$ cat config.mk
export PLATFORM = sky130hd
export DESIGN_NAME = devbus_seq
export DESIGN_NICKNAME = d
export VERILOG_FILES = /design/src/rtl/devbus_pkg.sv /design/src/rtl/devbus_req_reg.sv /design/src/rtl/devbus_rd_capture.sv /design/src/rtl/devbus_fsm.sv /design/src/rtl/devbus_seq.sv
export SDC_FILE = /design/constraint.sdc
export NUM_CORES = 1
export LEC_CHECK = 0
export CAP_MARGIN = 25
export CORE_ASPECT_RATIO = 1.2
export CORE_MARGIN = 2
export CORE_UTILIZATION = 25
export CTS_CLUSTER_SIZE = 10
export DETAILED_ROUTE_END_ITERATION = 10
export GPL_ROUTABILITY_DRIVEN = 1
export GPL_TIMING_DRIVEN = 0
export MAX_ROUTING_LAYER = met4
export RECOVER_POWER = 100
export SLEW_MARGIN = 20
export SYNTH_ARGS = -nofsm -noshare
export SYNTH_HDL_FRONTEND = slang
export SYNTH_SLANG_ARGS = --single-unit
$ cat constraint.sdc
create_clock -name clk -period 8.81 [get_ports clk]
set_clock_uncertainty 0.1 [all_clocks]
set_input_delay 0.881 -clock clk [delete_from_list [all_inputs] [get_ports clk]]
set_output_delay 0.881 -clock clk [all_outputs]
set_load 0.01 [all_outputs]
$ cat src/rtl/devbus_pkg.sv
package devbus_pkg;
  typedef enum logic [2:0] {
    S_IDLE  = 3'd0,
    S_LATCH = 3'd1,
    S_RWAIT = 3'd2,
    S_GAP   = 3'd3,
    S_WDLY  = 3'd4,
    S_WLO   = 3'd5,
    S_WHI   = 3'd6
  } bus_state_t;
endpackage

$ cat src/rtl/devbus_req_reg.sv
module devbus_req_reg #(
  parameter int AW    = 16,
  parameter int DW    = 16,
  parameter int LEN_W = 2
) (
  input  logic                       clk,
  input  logic                       rst_n,
  input  logic                       load,
  input  logic [AW-1:0]              addr_in,
  input  logic [(2**LEN_W)*DW-1:0]   wdata_in,
  output logic [AW-1:0]              addr_q,
  output logic [(2**LEN_W)*DW-1:0]   wdata_q
);
  always_ff @(posedge clk or negedge rst_n) begin
    if (!rst_n) begin
      addr_q  <= '0;
      wdata_q <= '0;
    end else if (load) begin
      addr_q  <= addr_in;
      wdata_q <= wdata_in;
    end
  end
endmodule

$ cat src/rtl/devbus_rd_capture.sv
module devbus_rd_capture #(
  parameter int DW    = 16,
  parameter int LEN_W = 2
) (
  input  logic                      clk,
  input  logic                      rst_n,
  input  logic                      sample,
  input  logic [LEN_W-1:0]          beat,
  input  logic                      wide,
  input  logic [DW-1:0]             ad_in,
  output logic [(2**LEN_W)*DW-1:0]  rd_data
);
  localparam int NBEAT = 2**LEN_W;
  localparam int HALF  = DW/2;

  logic [DW-1:0] beat_val;
  always_comb begin
    beat_val = ad_in;
    if (!wide) beat_val[DW-1:HALF] = '0;
  end

  for (genvar b = 0; b < NBEAT; b++) begin : g_beat
    logic hit;
    assign hit = sample && (beat == LEN_W'(b));
    always_ff @(posedge clk or negedge rst_n) begin
      if (!rst_n)   rd_data[b*DW +: DW] <= '0;
      else if (hit) rd_data[b*DW +: DW] <= beat_val;
    end
  end
endmodule

$ cat src/rtl/devbus_fsm.sv
module devbus_fsm
  import devbus_pkg::*;
#(
  parameter int LEN_W = 2,
  parameter int CNT_W = 4
) (
  input  logic             clk,
  input  logic             rst_n,
  input  logic             req_valid,
  input  logic             req_write,
  input  logic [LEN_W-1:0] req_len,
  input  logic [CNT_W-1:0] cfg_rd_setup,
  input  logic [CNT_W-1:0] cfg_acc_first,
  input  logic [CNT_W-1:0] cfg_acc_next,
  input  logic [CNT_W-1:0] cfg_rd_hold,
  input  logic [CNT_W-1:0] cfg_turn_off,
  input  logic [CNT_W-1:0] cfg_ale_wr,
  input  logic [CNT_W-1:0] cfg_wr_low,
  input  logic [CNT_W-1:0] cfg_wr_high,
  output logic             accept,
  output logic             sample,
  output logic [LEN_W-1:0] beat,
  output logic             ready,
  output logic             done,
  output logic             cs_n,
  output logic             oe_n,
  output logic             we_n,
  output logic             ale,
  output logic             ad_oe
);
  localparam logic [CNT_W-1:0] ONE = CNT_W'(1);

  bus_state_t       st_q, st_d;
  logic [CNT_W-1:0] cnt_q, cnt_d, tcs_q, tcs_d;
  logic [LEN_W-1:0] beat_q, beat_d, len_q;
  logic             wr_q, done_q, done_d;

  logic [CNT_W-1:0] lo_n, hi_n, nx_n, gap_n, samp_tgt;
  logic             last;

  assign lo_n     = (cfg_wr_low   == '0) ? ONE : cfg_wr_low;
  assign hi_n     = (cfg_wr_high  == '0) ? ONE : cfg_wr_high;
  assign nx_n     = (cfg_acc_next == '0) ? ONE : cfg_acc_next;
  assign gap_n    = (cfg_rd_hold > cfg_turn_off) ? cfg_rd_hold : cfg_turn_off;
  assign samp_tgt = (beat_q == '0) ? cfg_acc_first : nx_n - ONE;
  assign last     = (beat_q == len_q);
  assign accept   = (st_q == S_IDLE) && req_valid;
  assign sample   = (st_q == S_RWAIT) && (cnt_q == samp_tgt);

  always_comb begin
    st_d   = st_q;
    cnt_d  = cnt_q + ONE;
    tcs_d  = (&tcs_q) ? tcs_q : tcs_q + ONE;
    beat_d = beat_q;
    done_d = 1'b0;
    case (st_q)
      S_IDLE: begin
        cnt_d = '0;
        tcs_d = '0;
        if (accept) begin
          st_d   = S_LATCH;
          beat_d = '0;
        end
      end
      S_LATCH: begin
        cnt_d = '0;
        if (!wr_q)               st_d = S_RWAIT;
        else if (cfg_ale_wr == '0) st_d = S_WLO;
        else                     st_d = S_WDLY;
      end
      S_RWAIT: begin
        if (sample) begin
          cnt_d = '0;
          if (last) begin
            done_d = 1'b1;
            st_d   = (gap_n == '0) ? S_IDLE : S_GAP;
          end else begin
            beat_d = beat_q + 1'b1;
          end
        end
      end
      S_GAP: begin
        if (cnt_q == gap_n - ONE) st_d = S_IDLE;
      end
      S_WDLY: begin
        if (cnt_q == cfg_ale_wr - ONE) begin
          cnt_d = '0;
          st_d  = S_WLO;
        end
      end
      S_WLO: begin
        if (cnt_q == lo_n - ONE) begin
          cnt_d = '0;
          st_d  = S_WHI;
        end
      end
      S_WHI: begin
        if (cnt_q == hi_n - ONE) begin
          cnt_d = '0;
          if (last) begin
            st_d   = S_IDLE;
            done_d = 1'b1;
          end else begin
            beat_d = beat_q + 1'b1;
            st_d   = S_WLO;
          end
        end
      end
      default: st_d = S_IDLE;
    endcase
  end

  always_ff @(posedge clk or negedge rst_n) begin
    if (!rst_n) begin
      st_q   <= S_IDLE;
      cnt_q  <= '0;
      tcs_q  <= '0;
      beat_q <= '0;
      done_q <= 1'b0;
    end else begin
      st_q   <= st_d;
      cnt_q  <= cnt_d;
      tcs_q  <= tcs_d;
      beat_q <= beat_d;
      done_q <= done_d;
    end
  end

  always_ff @(posedge clk or negedge rst_n) begin
    if (!rst_n) begin
      wr_q  <= 1'b0;
      len_q <= '0;
    end else if (accept) begin
      wr_q  <= req_write;
      len_q <= req_len;
    end
  end

  logic in_wr, in_rd;
  assign in_wr = (st_q == S_WDLY) || (st_q == S_WLO) || (st_q == S_WHI);
  assign in_rd = ((st_q == S_LATCH) && !wr_q) || (st_q == S_RWAIT);

  assign beat  = beat_q;
  assign ready = (st_q == S_IDLE);
  assign done  = done_q;
  assign ale   = (st_q == S_LATCH);
  assign ad_oe = (st_q == S_LATCH) || in_wr;
  assign we_n  = (st_q != S_WLO);
  assign oe_n  = !(in_rd && (tcs_q >= cfg_rd_setup));
  assign cs_n  = !((st_q == S_LATCH) || (st_q == S_RWAIT) || in_wr ||
                   ((st_q == S_GAP) && (cnt_q < cfg_rd_hold)));


  ale_pulse_chk: assert property (@(posedge clk) disable iff (!rst_n)
    ale |=> !ale);

  ale_after_accept_chk: assert property (@(posedge clk) disable iff (!rst_n)
    ale |-> $past(req_valid && ready));

  oe_release_chk: assert property (@(posedge clk) disable iff (!rst_n)
    (sample && last) |=> (oe_n && done));

  gap_quiet_chk: assert property (@(posedge clk) disable iff (!rst_n)
    (st_q == S_GAP) |-> (!ad_oe && !ready && oe_n));

  we_inside_cs_chk: assert property (@(posedge clk) disable iff (!rst_n)
    !we_n |-> (!cs_n && oe_n));
endmodule

$ cat src/rtl/devbus_seq.sv
module devbus_seq #(
  parameter int AW    = 16,
  parameter int DW    = 16,
  parameter int LEN_W = 2,
  parameter int CNT_W = 4
) (
  input  logic                      clk,
  input  logic                      rst_n,
  input  logic                      req_valid,
  output logic                      req_ready,
  input  logic                      req_write,
  input  logic [AW-1:0]             req_addr,
  input  logic [LEN_W-1:0]          req_len,
  input  logic [(2**LEN_W)*DW-1:0]  req_wdata,
  output logic                      done,
  output logic [(2**LEN_W)*DW-1:0]  rd_data,
  input  logic [CNT_W-1:0]          cfg_rd_setup,
  input  logic [CNT_W-1:0]          cfg_acc_first,
  input  logic [CNT_W-1:0]          cfg_acc_next,
  input  logic [CNT_W-1:0]          cfg_rd_hold,
  input  logic [CNT_W-1:0]          cfg_turn_off,
  input  logic [CNT_W-1:0]          cfg_ale_wr,
  input  logic [CNT_W-1:0]          cfg_wr_low,
  input  logic [CNT_W-1:0]          cfg_wr_high,
  input  logic                      cfg_wide,
  output logic                      cs_n,
  output logic                      oe_n,
  output logic                      we_n,
  output logic                      ale,
  output logic [2:0]                a_lo,
  output logic [DW-1:0]             ad_out,
  output logic                      ad_oe,
  input  logic [DW-1:0]             ad_in
);
  localparam int HALF = DW/2;

  logic [1:0] rst_sync;
  logic       rst_s;
  always_ff @(posedge clk or negedge rst_n) begin
    if (!rst_n) rst_sync <= 2'b00;
    else        rst_sync <= {rst_sync[0], 1'b1};
  end
  assign rst_s = rst_sync[1];

  logic                     accept, sample;
  logic [LEN_W-1:0]         beat;
  logic [AW-1:0]            addr_q;
  logic [(2**LEN_W)*DW-1:0] wdata_q;

  devbus_fsm #(.LEN_W(LEN_W), .CNT_W(CNT_W)) u_fsm (
    .clk(clk), .rst_n(rst_s), .req_valid(req_valid), .req_write(req_write),
    .req_len(req_len), .cfg_rd_setup(cfg_rd_setup), .cfg_acc_first(cfg_acc_first),
    .cfg_acc_next(cfg_acc_next), .cfg_rd_hold(cfg_rd_hold), .cfg_turn_off(cfg_turn_off),
    .cfg_ale_wr(cfg_ale_wr), .cfg_wr_low(cfg_wr_low), .cfg_wr_high(cfg_wr_high),
    .accept(accept), .sample(sample), .beat(beat), .ready(req_ready), .done(done),
    .cs_n(cs_n), .oe_n(oe_n), .we_n(we_n), .ale(ale), .ad_oe(ad_oe)
  );

  devbus_req_reg #(.AW(AW), .DW(DW), .LEN_W(LEN_W)) u_req (
    .clk(clk), .rst_n(rst_s), .load(accept), .addr_in(req_addr),
    .wdata_in(req_wdata), .addr_q(addr_q), .wdata_q(wdata_q)
  );

  devbus_rd_capture #(.DW(DW), .LEN_W(LEN_W)) u_cap (
    .clk(clk), .rst_n(rst_s), .sample(sample), .beat(beat), .wide(cfg_wide),
    .ad_in(ad_in), .rd_data(rd_data)
  );

  logic [2:0]    beat_off;
  logic [DW-1:0] beat_data;
  assign beat_off = cfg_wide ? 3'({beat, 1'b0}) : 3'(beat);
  assign a_lo     = addr_q[2:0] + beat_off;

  always_comb begin
    beat_data = wdata_q[beat*DW +: DW];
    if (!cfg_wide) beat_data[DW-1:HALF] = '0;
  end
  assign ad_out = ale ? addr_q[DW-1:0] : beat_data;


  wdata_stable_chk: assert property (@(posedge clk) disable iff (!rst_s)
    ($past(!we_n) && !we_n) |-> ($stable(ad_out) && $stable(a_lo)));

  wr_drive_chk: assert property (@(posedge clk) disable iff (!rst_s)
    (!we_n) |-> ad_oe);
endmodule

**Yosys cells after proc, flatten, opt, wreduce, memory -nomap -nowiden**

Index checks and enable logic that the tools add are counted.

- Register bits after elaboration: 163
- Input port bits: 135
- Output and inout bits: 90
- Word-level logic and storage cells: 119

- Add/subtract/negate cells: 9
- Magnitude comparators: 3
- Eq/ne operators: 24
- Shifts and indexed selects: 1
- Multiplexer cells: 37
- Reductions and logical operators: 31

Operators with widths:

| kind | number |
|---|---|
| 64-bit by 7-bit variable part select with 16-bit output | 1 |
| 4-bit 2-to-1 mux | 11 |
| 3-bit 2-to-1 mux | 10 |
| 3-bit one-hot mux with 7 select lines | 1 |
| 4-bit equality test | 5 |
| 4-bit logical NOT | 5 |
| 4-bit one-hot mux with 5 select lines | 1 |
| 4-bit by 1-bit subtractor with 4-bit output (second input constant) | 5 |
| 16-bit 2-to-1 mux | 1 |
| 8-bit 2-to-1 mux | 2 |
| 2-bit by 1-bit != test with 1-bit output (second input constant) | 7 |
| 2-bit 2-to-1 mux | 5 |
| 3-bit equality test (second input constant) | 3 |
| 1-bit logical AND | 9 |
| 4-bit by 1-bit adder with 4-bit output (second input constant) | 2 |
| 4-bit AND reduction | 2 |
| 1-bit logical OR | 7 |
| 7-bit AND reduction | 1 |
| 3-bit by 2-bit equality test with 1-bit output (second input constant) | 2 |
| 2-bit one-hot mux with 3 select lines | 1 |
| 2-bit equality test (second input constant) | 2 |
| 4-bit greater-or-equal comparator | 1 |
| 4-bit > comparator | 1 |
| 4-bit < comparator | 1 |
| 14 further kinds | 19 |

**Depth between registers and ports, before layout**

- Depth in word-level cells: 8
- Gate-level depth with buffers: 13
- Gate-level depth less buffers: 12

**Modules after synthesis**

A second synthesis with hierarchy kept.

- Cells, all modules: 600
- Area total of the unflattened synthesis: 8,510.7 um2

Modules (own cells, without submodules):

| module | instances | cells an instance | area an instance (um2) | sequential area each (um2) |
|---|---|---|---|---|
| devbus_req_reg | 1 | 169 | 3,374.5 | 2,001.9 |
| devbus_rd_capture | 1 | 144 | 2,461.1 | 1,601.5 |
| devbus_fsm | 1 | 234 | 1,929.4 | 425.4 |
| devbus_seq | 1 | 53 | 745.7 | 50.0 |

**Least setup slack after synthesis**

No wires, ideal clock.

- Path type: input to register
- From: input cfg_turn_off[2]
- To: register u_fsm.st_q[0]
- Library setup time: 0.135 ns
- Data arrival time: 3.411 ns
- Required time: 8.575 ns
- Slack: 5.164 ns
- Cell stages on the path: 11
- Path buffers: 0
- Cells stage by stage: inv_1 > ha_1 > and3b_4 > a2111oi_4 > nor2_1 > mux2i_1 > ha_1 > xnor2_1 > or3b_1 > o31ai_2 > a31oi_1

- Longest elaborated chain between the ends: 7
- Elaborated cells between the ends (all ways): 11
- Those cells by class: add/sub (1); order compare (1); eq/ne (2); mux (5); reduce/logical (2)

Ends and longest elaborated chain:

| item | RTL line | RTL |
|---|---|---|
| start, declared | devbus_seq.sv:21 | `input logic [CNT_W-1:0] cfg_turn_off,` |
| 4-bit > comparator | devbus_fsm.sv:44 | `assign gap_n = (cfg_rd_hold > cfg_turn_off) ? cfg_rd_hold : cfg_turn_off;` |
| 4-bit 2-to-1 mux (*) | devbus_fsm.sv:44 |  |
| branches (longest 5 deep; another with 4-bit by 1-bit subtractor with 4-bit output) | - |  |
| end signal, assigned | devbus_fsm.sv:121 | `st_q <= st_d;` |
| end, declared | devbus_fsm.sv:33 | `bus_state_t st_q, st_d;` |

Mark *: on every way between the ends. The select of a mux whose other input is x is not followed.
A chain may end at the register's enable or synchronous reset.

**Worst setup path in the final report**

- From: register u_fsm.beat_q[0], in the netlist u_fsm.beat[0]
- To: register u_cap.rd_data[47]

- Longest elaborated chain between the ends: 5
- Elaborated cells between the ends (all ways): 6
- Those cells by class: eq/ne (2); mux (1); reduce/logical (3)

Ends and longest elaborated chain:

| item | RTL line | RTL |
|---|---|---|
| start, declared | devbus_fsm.sv:35 | `logic [LEN_W-1:0] beat_q, beat_d, len_q;` |
| start signal, assigned | devbus_fsm.sv:124 | `beat_q <= beat_d;` |
| 2-bit logical NOT | devbus_fsm.sv:45 | `assign samp_tgt = (beat_q == '0) ? cfg_acc_first : nx_n - ONE;` |
| 4-bit 2-to-1 mux | devbus_fsm.sv:45 |  |
| 4-bit equality test | devbus_fsm.sv:48 | `assign sample = (st_q == S_RWAIT) && (cnt_q == samp_tgt);` |
| 1-bit logical AND | devbus_fsm.sv:48 |  |
| 1-bit logical AND (*) | devbus_rd_capture.sv:24 | `assign hit = sample && (beat == LEN_W'(b));` |
| end signal, assigned by index | devbus_rd_capture.sv:27 | `else if (hit) rd_data[b*DW +: DW] <= beat_val;` |
| end, declared | devbus_rd_capture.sv:11 | `output logic [(2**LEN_W)*DW-1:0] rd_data` |

Mark *: on every way between the ends. The rest lies on a longest branch, timed or not.

==> run metrics <==
core area 32300 um^2; r2r worst-path depth 12; result of the run complete, but fails checks; count of non-filler cells in the finished layout 1429; area added between synthesis and finish 36.9%; kind of cell with the highest combined delay on the critical path buffers and inverters; Routed Antenna Nets 0; number of buffers on the longest clock path 2; clock sink count 163; routed length per placed instance 17.6 um; R2R setup slack 2.77 ns; effective utilization at floorplan 0.255; critical setup path kind flip-flop to flip-flop; CTS-repair resized insts 0; CTS buffer count 17; largest net degree at the start of global routing 54; most used standard cell by instance count after synthesis sky130_fd_sc_hd__nand2_1; library cell occupying the most area in the post-synthesis netlist sky130_fd_sc_hd__dfrtp_1; violations in the final reports max-capacitance violations, max-slew violations; HP Class flip-flop to async pin; remaining global-route overflow 0; clock root cell sky130_fd_sc_hd__clkbuf_16; clock insertion delay at the later pin of the skew report 0.42 ns; global-route wire length before repair 38600 um; data required time at the worst endpoint 9.01 ns; Hold-fix buffers, CTS 0; Clock Pin Slew Worst Setup and Hold Paths 0.07 ns; setup repair after global routing missed its margin false; capturing element of the worst setup path u_cap.rd_data[47]; share of flip-flops with an asynchronous set or reset 1.00; longest individual stage delay on the worst path 0.82 ns; Tightest Pin Transition 2.83 ns; number of nets produced by synthesis 921; period utilisation layout 0.686; vertical extent of the die 203 um; instance area at placement 11100 um^2; Buffers & Inverters on Critical Path 6; Crit Reg-Reg Startpoint u_fsm.beat[0]; drt first pass iters 4; Setup Buffers After CTS 0; number of design-rule violations left by the first detailed-router iteration 255; final non-filler cell area 11300 um^2; total number of vias 6384; port buffer count 224; worst-case vdd ir drop 0.142 mV; PnR Total Power 0.00348 W; HPWL after detailed placement 18900 um; standard-cell rows 72; number of max-slew violations in the final report 155; area of the mapped netlist 8240 um^2; most used cell along the critical path sky130_fd_sc_hd__clkbuf_1; number of levels in the clock H-tree 4; Leak Pwr 5.40 nW; overall routing resource usage 0.152; total power per unit cell area 308 nW/um^2; headroom to the max-slew limit -0.888; number of standard cells after synthesis 761; share of the yosys chip area belonging to registers 0.495; CP startpoint kind flip-flop; sort of element at the end of the critical path flip-flop; CP max FO 10; signal arrival time at the worst endpoint 6.24 ns; antenna violations before repair 3; depth of the critical timing path with buffers and inverters included 12; I/O Pins 225; Setup Viol. Count Final 0; fraction of synthesized cell area taken by the top area cell type 0.495; overall die area 34400 um^2; final net count 1167; number of global-route vias before repair 6719; Max-cap violations 3; final total negative setup slack 0 ns; count of distinct cell types in the synthesized netlist 56; Synth area leaders sky130_fd_sc_hd__dfrtp_1, sky130_fd_sc_hd__nand2_1, sky130_fd_sc_hd__mux2_4, sky130_fd_sc_hd__mux2_2, sky130_fd_sc_hd__mux4_2; total length of routed wires 25200 um; Horiz. Die Dim 170 um; cell total after placement 1395; post-synthesis area per instance 10.8 um^2; Final Hold Violating Endpoints 0; min cycle time layout 6.04 ns; FMAX 165 MHz; slowest CP cell sky130_fd_sc_hd__a2111oi_0; routability cong. 0.836; total number of yosys warnings 0; number of enable-type register cells in the synthesized netlist 0; Most used DFF post-synth sky130_fd_sc_hd__dfrtp_1; list of most frequent post-synthesis cells sky130_fd_sc_hd__nand2_1, sky130_fd_sc_hd__dfrtp_1, sky130_fd_sc_hd__mux2_4, sky130_fd_sc_hd__mux2_2, sky130_fd_sc_hd__clkbuf_1; synthesized flop and latch total 163; worst r2r dst u_cap.rd_data[47]; source of the critical timing path u_fsm.beat[0]; TritonCTS clock tree yes; drt via density 4.47; ratio of cells with drive above 1 in the final layout 0.0834; cell chain of the critical path clkbuf_1 > clkbuf_1 > inv_1 > ha_1 > clkbuf_1 > and2_0 > or3_1 > a2111oi_0 > and3_1 > clkbuf_1 > clkbuf_1 > mux2_1; post-route DRC violation count 0
==> per-stage QoR <==
step | setup slack [ns] | hold WS, ns | util
after global routing | 2.10 | 0.181 | 0.349
final | 2.77 | 0.130 | 0.349
after global placement | 1.62 | 0.237 | 0.340
after detailed placement | 4.13 | 0.104 | 0.343
after floorplan | 3.83 | 0.231 | -
after CTS | 3.79 | 0.110 | 0.360
==> layer usage <==
| metal | track usage | up-vias | routed length [um] |
|---|---|---|---|
| met5 | - | - | 0 |
| met4 | 0.0586 | 0 | 715 |
| met1 | 0.185 | 3101 | 10900 |
| met2 | 0.253 | 198 | 12300 |
| li1 | - | 3049 | - |
| met3 | 0.0257 | 36 | 1200 |
==> flip-flops by register name (all words and copies together) (netlist names) <==
name,flops
u_cap.rd_data,64
u_req.wdata_q,64
u_req.addr_q,16
u_fsm.cnt_q,4
u_fsm.tcs_q,4
u_fsm.st_q,3
rst_sync,2
u_fsm.beat,2
u_fsm.len_q,2
u_fsm.done,1
u_fsm.wr_q,1
==> worst min path at each step <==
stage	cells after the start	to	from	slack [ns]
floorplan	0	rst_sync[1]	rst_sync[0]	0.23
global placement	0	rst_sync[1]	rst_sync[0]	0.24
detailed placement	0	u_fsm.tcs_q[1]	rst_sync[1]	0.10
CTS	0	u_cap.rd_data[35]	rst_sync[1]	0.11
global route	0	u_cap.rd_data[19]	rst_sync[1]	0.18
finish	0	u_cap.rd_data[35]	rst_sync[1]	0.13
==> area by class of cell <==
type,count,area (um^2)
inverter,23,86.3
clock buffer,21,450
sequential,163,4080
buffer,40,154
tap,407,509
multi-input combinational,535,3640
fill,3265,21100
antenna,3,7.51
clock inverter,10,103
timing repair buffer,227,2250
==> cells by family after synthesis <==
group	Yosys count	synth area share
AND/OR/NAND/NOR	320	0.162
XOR/XNOR	31	0.0329
AO/OA/AOI/OAI	60	0.0556
other	1	0.000455
multiplexers	98	0.173
flip-flops	163	0.495
buffers and inverters	63	0.0421
adder cells (fa/ha/maj)	25	0.0389
==> cells in the final DEF (no fill, tap or decap), types with 17 or more instances in the layout <==
cell type                           n
sky130_fd_sc_hd__inv_1             23
sky130_fd_sc_hd__clkdlybuf4s50_1  140
sky130_fd_sc_hd__nand2_1          249
sky130_fd_sc_hd__dfrtp_1          163
sky130_fd_sc_hd__mux2_1            40
sky130_fd_sc_hd__dlygate4sd3_1     84
sky130_fd_sc_hd__ha_1              24
sky130_fd_sc_hd__clkbuf_1          43
sky130_fd_sc_hd__nor2_1            20
sky130_fd_sc_hd__clkbuf_16         17
sky130_fd_sc_hd__mux2_2            31
==> power by group <==
part	total [W]	switching, W	internal (W)
combinational	0.00150	0.000749	0.000748
sequential	0.00126	0.000184	0.00108
clock	0.000721	0.000322	0.000399
No activity file was read; power rests on OpenSTA's default activity.
